File: config.mk
export PLATFORM = sky130hd
export DESIGN_NAME = bmalu_top
export DESIGN_NICKNAME = d
export VERILOG_FILES = /design/src/rtl/bmalu_pkg.sv /design/src/rtl/bmalu_shift.sv /design/src/rtl/bmalu_bitops.sv /design/src/rtl/bmalu_arith.sv /design/src/rtl/bmalu_top.sv
export SDC_FILE = /design/constraint.sdc
export NUM_CORES = 1
export LEC_CHECK = 0
export BUFFER_PORTS_ARGS = -buffer_cell sky130_fd_sc_hd__buf_2
export CAP_MARGIN = 20
export CORE_MARGIN = 8
export CORE_UTILIZATION = 45
export DETAILED_ROUTE_END_ITERATION = 8
export PLACE_DENSITY = 0.73
export SETUP_SLACK_MARGIN = 0.3
export SLEW_MARGIN = 15
export SYNTH_ARGS = -nofsm -noshare
export SYNTH_HDL_FRONTEND = slang
export SYNTH_SLANG_ARGS = --single-unit
File: constraint.sdc
create_clock -name clk -period 12.1 [get_ports clk]
set_input_delay 1.815 -clock clk [delete_from_list [all_inputs] [get_ports clk]]
set_output_delay 1.815 -clock clk [all_outputs]
set_load 0.02 [all_outputs]
File: src/rtl/bmalu_pkg.sv
package bmalu_pkg;

    typedef enum logic [3:0] {
        OP_BIC    = 4'd0,
        OP_BSETR  = 4'd1,
        OP_BSETI  = 4'd2,
        OP_BCLRI  = 4'd3,
        OP_EXTR   = 4'd4,
        OP_INSR   = 4'd5,
        OP_MSB    = 4'd6,
        OP_CMP    = 4'd7,
        OP_ROTL   = 4'd8,
        OP_SHRL   = 4'd9,
        OP_SHRA   = 4'd10,
        OP_MUL8   = 4'd11,
        OP_MINU   = 4'd12,
        OP_MAXU   = 4'd13,
        OP_RSV14  = 4'd14,
        OP_RSV15  = 4'd15
    } bmalu_op_e;

    typedef enum logic {
        ST_IDLE  = 1'b0,
        ST_VALID = 1'b1
    } bmalu_st_e;

    localparam logic [7:0] CMP_GT = 8'h2c;
    localparam logic [7:0] CMP_EQ = 8'h2b;
    localparam logic [7:0] CMP_LT = 8'h1e;

endpackage

File: src/rtl/bmalu_shift.sv
module bmalu_shift
    import bmalu_pkg::*;
#(
    parameter int DATA_W = 32,
    localparam int POS_W = $clog2(DATA_W)
) (
    input  bmalu_op_e          op,
    input  logic [DATA_W-1:0]  a,
    input  logic [POS_W-1:0]   amt,
    output logic [DATA_W-1:0]  y
);

    logic [2*DATA_W-1:0] doubled;
    logic [DATA_W-1:0]   rot_res;
    logic [DATA_W-1:0]   lsr_res;
    logic [DATA_W-1:0]   asr_res;

    always_comb begin
        doubled = {a, a} << amt;
        rot_res = doubled[2*DATA_W-1:DATA_W];
        lsr_res = a >> amt;
        asr_res = DATA_W'($signed(a) >>> amt);
    end

    always_comb begin
        unique case (op)
            OP_ROTL: y = rot_res;
            OP_SHRL: y = lsr_res;
            OP_SHRA: y = asr_res;
            default: y = '0;
        endcase
    end

endmodule

File: src/rtl/bmalu_bitops.sv
module bmalu_bitops
    import bmalu_pkg::*;
#(
    parameter int DATA_W = 32,
    localparam int POS_W = $clog2(DATA_W)
) (
    input  bmalu_op_e          op,
    input  logic [DATA_W-1:0]  a,
    input  logic [DATA_W-1:0]  b,
    input  logic [POS_W-1:0]   lo,
    input  logic [POS_W-1:0]   hi,
    input  logic [DATA_W-1:0]  dst_old,
    output logic [DATA_W-1:0]  y
);

    localparam logic [POS_W-1:0] TOP_POS = POS_W'(DATA_W - 1);

    logic [POS_W-1:0]  dyn_idx;
    logic              dyn_val;
    logic [DATA_W-1:0] dyn_onehot;
    logic [DATA_W-1:0] imm_onehot;
    logic              fld_empty;
    logic [POS_W-1:0]  fld_span;
    logic [DATA_W-1:0] fld_mask;
    logic [DATA_W-1:0] extr_res;
    logic [DATA_W-1:0] insr_res;
    logic [POS_W-1:0]  msb_idx;

    // run-time bit write operands
    always_comb begin
        dyn_idx    = b[POS_W:1];
        dyn_val    = b[0];
        dyn_onehot = DATA_W'(1) << dyn_idx;
        imm_onehot = DATA_W'(1) << lo;
    end

    // bitfield mask shared by extract and insert
    always_comb begin
        fld_empty = (hi < lo);
        fld_span  = hi - lo;
        fld_mask  = {DATA_W{1'b1}} >> (TOP_POS - fld_span);
        extr_res  = fld_empty ? '0 : ((a >> lo) & fld_mask);
        insr_res  = fld_empty ? dst_old : (dst_old | ((a & fld_mask) << lo));
    end

    // highest set bit, later (higher) bits override
    always_comb begin
        msb_idx = '0;
        for (int i = 0; i < DATA_W; i++) begin
            if (b[i]) msb_idx = POS_W'(i);
        end
    end

    always_comb begin
        unique case (op)
            OP_BIC:   y = a & ~b;
            OP_BSETR: y = dyn_val ? (a | dyn_onehot) : (a & ~dyn_onehot);
            OP_BSETI: y = a | imm_onehot;
            OP_BCLRI: y = a & ~imm_onehot;
            OP_EXTR:  y = extr_res;
            OP_INSR:  y = insr_res;
            OP_MSB:   y = DATA_W'(msb_idx);
            default:  y = '0;
        endcase
    end

endmodule

File: src/rtl/bmalu_arith.sv
module bmalu_arith
    import bmalu_pkg::*;
#(
    parameter int DATA_W = 32,
    parameter int MUL_W  = 8
) (
    input  bmalu_op_e          op,
    input  logic [DATA_W-1:0]  a,
    input  logic [DATA_W-1:0]  b,
    output logic [DATA_W-1:0]  y
);

    localparam int PROD_W = 2 * MUL_W;

    logic [PROD_W-1:0] prod;
    logic              a_gt;
    logic              a_eq;
    logic [7:0]        cmp_code;

    always_comb begin
        prod     = PROD_W'(a[MUL_W-1:0]) * PROD_W'(b[MUL_W-1:0]);
        a_gt     = (a > b);
        a_eq     = (a == b);
        cmp_code = a_gt ? CMP_GT : (a_eq ? CMP_EQ : CMP_LT);
    end

    always_comb begin
        unique case (op)
            OP_CMP:  y = DATA_W'(cmp_code);
            OP_MUL8: y = DATA_W'(prod);
            OP_MINU: y = a_gt ? b : a;
            OP_MAXU: y = a_gt ? a : b;
            default: y = '0;
        endcase
    end

endmodule

File: src/rtl/bmalu_top.sv
module bmalu_top
    import bmalu_pkg::*;
#(
    parameter int DATA_W = 32,
    parameter int MUL_W  = 8,
    localparam int POS_W = $clog2(DATA_W)
) (
    input  logic              clk,
    input  logic              rst_n,
    input  logic              in_valid,
    input  logic [3:0]        op,
    input  logic [DATA_W-1:0] src1,
    input  logic [DATA_W-1:0] src2,
    input  logic              use_imm,
    input  logic [DATA_W-1:0] imm,
    input  logic [POS_W-1:0]  pos_lo,
    input  logic [POS_W-1:0]  pos_hi,
    input  logic [DATA_W-1:0] dst_old,
    output logic              out_valid,
    output logic [DATA_W-1:0] result
);

    typedef enum logic [1:0] {
        U_BITS,
        U_SHIFT,
        U_ARITH,
        U_NONE
    } unit_e;

    bmalu_op_e         op_e;
    logic [DATA_W-1:0] opnd_b;
    logic [DATA_W-1:0] y_bits;
    logic [DATA_W-1:0] y_shift;
    logic [DATA_W-1:0] y_arith;
    unit_e             unit_sel;
    logic [DATA_W-1:0] next_res;
    bmalu_st_e         st_q;
    bmalu_st_e         st_d;
    logic [DATA_W-1:0] res_q;

    always_comb begin
        op_e   = bmalu_op_e'(op);
        opnd_b = use_imm ? imm : src2;
    end

    bmalu_bitops #(.DATA_W(DATA_W)) u_bits (
        .op      (op_e),
        .a       (src1),
        .b       (opnd_b),
        .lo      (pos_lo),
        .hi      (pos_hi),
        .dst_old (dst_old),
        .y       (y_bits)
    );

    bmalu_shift #(.DATA_W(DATA_W)) u_shift (
        .op  (op_e),
        .a   (src1),
        .amt (opnd_b[POS_W-1:0]),
        .y   (y_shift)
    );

    bmalu_arith #(.DATA_W(DATA_W), .MUL_W(MUL_W)) u_arith (
        .op (op_e),
        .a  (src1),
        .b  (opnd_b),
        .y  (y_arith)
    );

    // unit steering
    always_comb begin
        unique case (op_e)
            OP_BIC, OP_BSETR, OP_BSETI, OP_BCLRI,
            OP_EXTR, OP_INSR, OP_MSB:          unit_sel = U_BITS;
            OP_ROTL, OP_SHRL, OP_SHRA:         unit_sel = U_SHIFT;
            OP_CMP, OP_MUL8, OP_MINU, OP_MAXU: unit_sel = U_ARITH;
            default:                           unit_sel = U_NONE;
        endcase
    end

    always_comb begin
        unique case (unit_sel)
            U_BITS:  next_res = y_bits;
            U_SHIFT: next_res = y_shift;
            U_ARITH: next_res = y_arith;
            default: next_res = '0;
        endcase
    end

    // state register
    always_ff @(posedge clk) begin
        if (!rst_n) st_q <= ST_IDLE;
        else        st_q <= st_d;
    end

    // next state
    always_comb begin
        unique case (st_q)
            ST_IDLE:  st_d = in_valid ? ST_VALID : ST_IDLE;
            ST_VALID: st_d = in_valid ? ST_VALID : ST_IDLE;
            default:  st_d = ST_IDLE;
        endcase
    end

    // result register
    always_ff @(posedge clk) begin
        if (!rst_n)        res_q <= '0;
        else if (in_valid) res_q <= next_res;
    end

    // outputs
    always_comb begin
        out_valid = (st_q == ST_VALID);
        result    = res_q;
    end

endmodule

# Yosys cells after proc, flatten, opt, wreduce, memory -nomap -nowiden
# Memories as Yosys holds them, arrays and structs flattened.
# Cells that the tools add are included.
# word_totals
register_bits	33
latch_bits	0
ramBits	0
rom_bits	32
input_bits	146
output_inout_bits	33
elab_cells	89
mem_count	1
# op_classes
add_sub_neg	2
multipliers	1
div_mod_pow	0
order_cmp	2
n_eq_ne	16
shift	8
n_mux	44
n_bitwise	11
reduce_logical	2
# memory_table
name	words	width	read_ports	rd_clocked_by_memory_dff	write_ports	line	text
(name not given)	16	2	1	0	0	bmalu_top.sv:72	unique case (op_e)
# op_table
cell	n
case mux 32 bit (7 select lines)	1
2-to-1 mux 32 bit	6
case mux 32 bit (3 select lines)	2
AND 32 bit	5
case mux 32 bit (4 select lines)	1
NOT 32 bit	3
OR 32 bit	3
2-to-1 mux 5 bit	16
<< shifter 1 x 5 -> 32 bit (first input constant)	2
<< shifter 64 x 5 -> 64 bit	1
right shift 32 x 5 -> 32 bit	2
== test 32 bit	1
> comparator 32 bit	1
2-to-1 mux 4 bit	8
<< shifter 32 x 5 -> 32 bit	1
right shift 32 x 5 -> 32 bit (first input constant)	1
>>> shifter 32 x 5 -> 32 bit	1
== test 4 bit (second input constant)	6
== test 4 x 3 -> 1 bit (second input constant)	4
multiplier 8 x 8 -> 16 bit	1
2-to-1 mux 3 bit	4
== test 4 x 2 -> 1 bit (second input constant)	2
2-to-1 mux 8 bit	1
2-to-1 mux 6 bit	1
10 further kinds	12

# Logic depth before layout (Yosys ltp)
# logic_depth
depth_word	34
ltp_mapped	27
mapped_depth_nobuf	21

# By module
# Synthesis repeated with hierarchy kept, for this count alone.
# unflattened
cells_unflattened	2326
hier_area_um2	17905.9
# by_module_without_submodules
module	n_inst	cells_each	area_per_inst_um2	seq_area_each_um2
bmalu_bitops	1	1072	7099.3	0.0
bmalu_shift	1	544	4725.8	0.0
bmalu_arith	1	437	3544.6	0.0
bmalu_top	1	273	2536.2	660.6

# Worst setup path after synthesis
# OpenSTA, ideal clock, no wires.
# synth_timing
kind	input -> register
startpoint	input use_imm
endpoint	register res_q[15], in the netlist result[15]
setup_ns	0.081
arrival_time_ns	7.396
required_ns	12.019
setup_slack_ns	4.623
stages	24
path_buffers	6
path_cell_list	buf_6 clkbuf_1 buf_2 o21a_1 clkbuf_1 buf_1 clkbuf_1 nor2b_1 fa_1 fa_1 inv_1 fa_1 inv_1 fa_1 ha_1 a21oi_1 a21boi_0 o21ai_0 a211oi_1 o21a_1 o41a_1 xnor2_1 nand2_1 a41oi_1
# synth_via
elab_chain_len	7
word_cells_on_any_way	19
cone_classes	mul (1); order compare (1); shift (4); mux (8); bitwise (5)
# synth_rtl
item	line	text
from (decl)	bmalu_top.sv:14	input logic use_imm,
2-to-1 mux 32 bit (*)	bmalu_top.sv:43	opnd_b = use_imm ? imm : src2;
branches (longest 5 deep; another with multiplier 8 x 8 -> 16 bit)	n/a	
case mux 32 bit (3 select lines) (*)	bmalu_top.sv:82	unique case (unit_sel)
to (signal assigned)	bmalu_top.sv:108	else if (in_valid) res_q <= next_res;
to (decl)	bmalu_top.sv:39	logic [DATA_W-1:0] res_q;
# Mark *: on every way between the ends.
# A chain may end at the register's enable or synchronous reset.

# Final worst setup path
# Ends and elaborated chain as after synthesis.

==> metrics <==
Die H 208 um; post-route ant nets 0; Syn Std Cell Area approximately 17000 um2; Pleak slightly above 7 nW; Comb pwr share 0.816; Skew-Pair Late Insertion Delay 0.28 ns; clock sinks 33; final cycle utilization of the critical path 0.644; core box area about 36000 um2; CP arrival 7.99 ns; outcome finished, violations left; Slew headroom 0.181; Post-DP HPWL a little under 80000 um; TritonCTS clock tree yes; Post-DP Area around 18000 um2; Pwr Density 83.9 nW/um2; Worst Hold Class reg -> reg; initial antenna violation count 7; RePlAce Congestion 1.08; routed wire length 107000 um; main area contributors after synthesis mux4_2, mux2i_1, ha_1, nand2_1, a21oi_1; pre-CTS setup slack 4.09 ns; FF+latch count, synth 33; met2 Usage GRT 0.689; # nets final about 2600; Setup crit end kind flip-flop; Die X 208 um; routing usage on met3 0.185; max_cap viols 0; final hold vios 0; H-tree levels 2; Hold Buf Count CTS 0; Max Clock Skew 0 ns; Top Ports approximately 180; number of flops mapped to enable cells by yosys 0; CTS resizes 0; switch share 0.576; initial drt markers 3897; Max Slew Vio Count 0; CTS max path bufs 2; root buf cell clkbuf_16; die footprint around 43000 um2; Psw 0.870 mW; Distinct cells, synth 94; prevailing post-synth register cell dfxtp_1; RSZ-0062 raised after global routing no; Syn. warnings 0; via-per-instance ratio approximately 8; wire per inst 38.2 um; GR peak layer met2; Total Power 1.51 mW; Finish-stage setup viols 0; effective utilization at floorplan 0.454; Clock Power Share 0.103; Fill cells 3596; final worst slack 4.31 ns; CTS Buf Count 5; vias in the first global route 20800; critical path fanouts, max 67; final worst path period need about 8 ns; total negative slack 0 ns; share of layout cells above drive strength 1 0.186; Post-Synthesis Cells 2267; GR Layer Usage met1 0.559; PortBufs 178; Pint 0.639 mW; largest net degree at the start of global routing 68; share of the synthesized area in the top cell type 0.130; Fmax between 100 and 150 MHz; critical path launch point type input pin; GRT Total Usage 0.471; grt total ovfl 0; cell area after layout 18000 um2; Seq pwr share 0.081; failing checks DRC; Post-synth ARST share 0; global-route wire length before repair approximately 150000 um; routed vias 21900; ant diodes 0; Mean Syn Cell Area approximately 7.3 um2; register area share after synthesis 0.0400; post-CTS setup buffers 0; largest area contributor in the netlist mux4_2; Setup CP Type in -> reg; drt drc 1; peak supply drop ~0.000089 V; slew at the pin closest to its max-slew limit ~1.2 ns; row cnt 70; required time of the critical path about 12 ns; area delta synth->final 8.96%; Synth Net Count 2534; 1st-pass router iterations 9; Worst-path clk slew 0.06 ns
==> cell usage in the layout, fill, tap and decap left out, types with 12 or more instances in the layout <==
cell / n
nand2_1: 271
a21oi_1: 193
buf_2: 177
nor2_1: 158
mux2i_1: 150
o21ai_0: 149
mux4_2: 95
buf_4: 94
inv_1: 86
ha_1: 84
nand3_1: 79
a31oi_1: 66
nor3_1: 53
nor2b_1: 41
fa_1: 37
o211ai_1: 35
dfxtp_1: 33
o2111ai_1: 32
o22ai_1: 31
nand4_1: 31
a211oi_1: 28
nand2b_1: 23
mux2_2: 20
and2_1: 20
o31ai_1: 20
a311oi_1: 18
a22oi_1: 16
nor4_1: 15
and3_1: 14
a221oi_1: 13
a2111oi_0: 13
o221ai_1: 12
o311ai_0: 12
==> per-stage QoR <==
stage | hold WS (ns) | std cells | utilization
after floorplan | 0.585 | 2267 | -
after global placement | 0.576 | 2783 | 0.490
after detailed placement | 0.579 | 2784 | 0.490
after CTS | 0.586 | 2792 | 0.495
after global routing | 0.612 | 2792 | 0.495
final | 0.602 | 2792 | 0.495
==> synth_stat cells (14+ instances only) <==
library cell  count
a2111oi_0        14
o22ai_1          31
o21ai_0         149
a31oi_1          66
dfxtp_1          33
a22oi_1          16
o31ai_1          20
nor2b_1          41
nor3_1           53
buf_1            32
o211ai_1         35
o2111ai_1        32
fa_1             37
a311oi_1         18
and2_1           20
mux4_2           95
mux2i_1         153
nor4_1           16
nand2_1         271
nor2_1          159
nand3_1          79
nand4_1          31
inv_1            86
ha_1             84
clkbuf_1        143
a211oi_1         28
nand2b_1         23
and3_1           14
mux2_2           20
buf_2            38
a21oi_1         193
==> registers in the layout (all words and copies together), names as in the netlist <==
name       cells
result        32
out_valid      1
==> power groups by stage <==
stage | registers (mW) | logic, mW | clock network [mW]
2_1_floorplan | 0.132 | 0.750 | 0
3_3_place_gp | 0.124 | 1.14 | 0
3_5_place_dp | 0.124 | 1.16 | 0
4_1_cts | 0.122 | 1.16 | 0.153
5_1_grt | 0.122 | 1.28 | 0.157
6_report | 0.122 | 1.23 | 0.156
==> cell type report <==
cell class / instances / area [um2] / area share
tap: 468 / 586 / 0.0325
timing repair buffer: 271 / 1590 / 0.0885
multi-input combinational: 1917 / 14600 / 0.812
clock buffer: 7 / 143 / 0.00793
inverter: 95 / 364 / 0.0202
sequential: 33 / 661 / 0.0367
clock inverter: 1 / 30.0 / 0.00167
==> worst max-delay path, cell delays in order <==
cell and delay, ns:
buf_2 0.07, buf_4 0.64, mux2i_4 0.33, buf_4 0.58
inv_4 0.46, and2_1 0.33, fa_1 0.53, inv_1 0.06
fa_1 0.52, inv_1 0.05, fa_1 0.44, ha_1 0.36
a21oi_1 0.18, a21boi_0 0.17, o21ai_0 0.32, a211oi_1 0.15
o21a_1 0.21, o41a_1 0.33, xnor2_1 0.16, nand2_1 0.07
a41oi_1 0.15
==> cells by family after synthesis <==
logic type / Yosys count / synth area share
AO/OA/AOI/OAI: 767 / 0.310
AND/OR/NAND/NOR: 738 / 0.206
buffers and inverters: 317 / 0.0784
multiplexers: 277 / 0.248
adder cells (fa/ha/maj): 121 / 0.109
flip-flops: 33 / 0.0400
XOR/XNOR: 14 / 0.00834
==> final timing paths <==
kind / cells after the start / startpoint / slack, ns / end
min reg2reg: 2 / result[31]$_SDFFE_PN0P_ / 0.60 / result[31]$_SDFFE_PN0P_
min: 2 / result[31]$_SDFFE_PN0P_ / 0.60 / result[31]$_SDFFE_PN0P_
max reg2reg: 7 / result[15]$_SDFFE_PN0P_ / 9.10 / result[15]$_SDFFE_PN0P_
max: 21 / use_imm / 4.31 / result[15]$_SDFFE_PN0P_
==> metal layers <==
layer | routed length [um] | vias to the layer above
met4 | 9780 | 6
met3 | 16100 | 561
met5 | 32 | -
li1 | - | 8830
met2 | 43400 | 2117
met1 | 37400 | 10400
(Power assumes the default switching activity.)
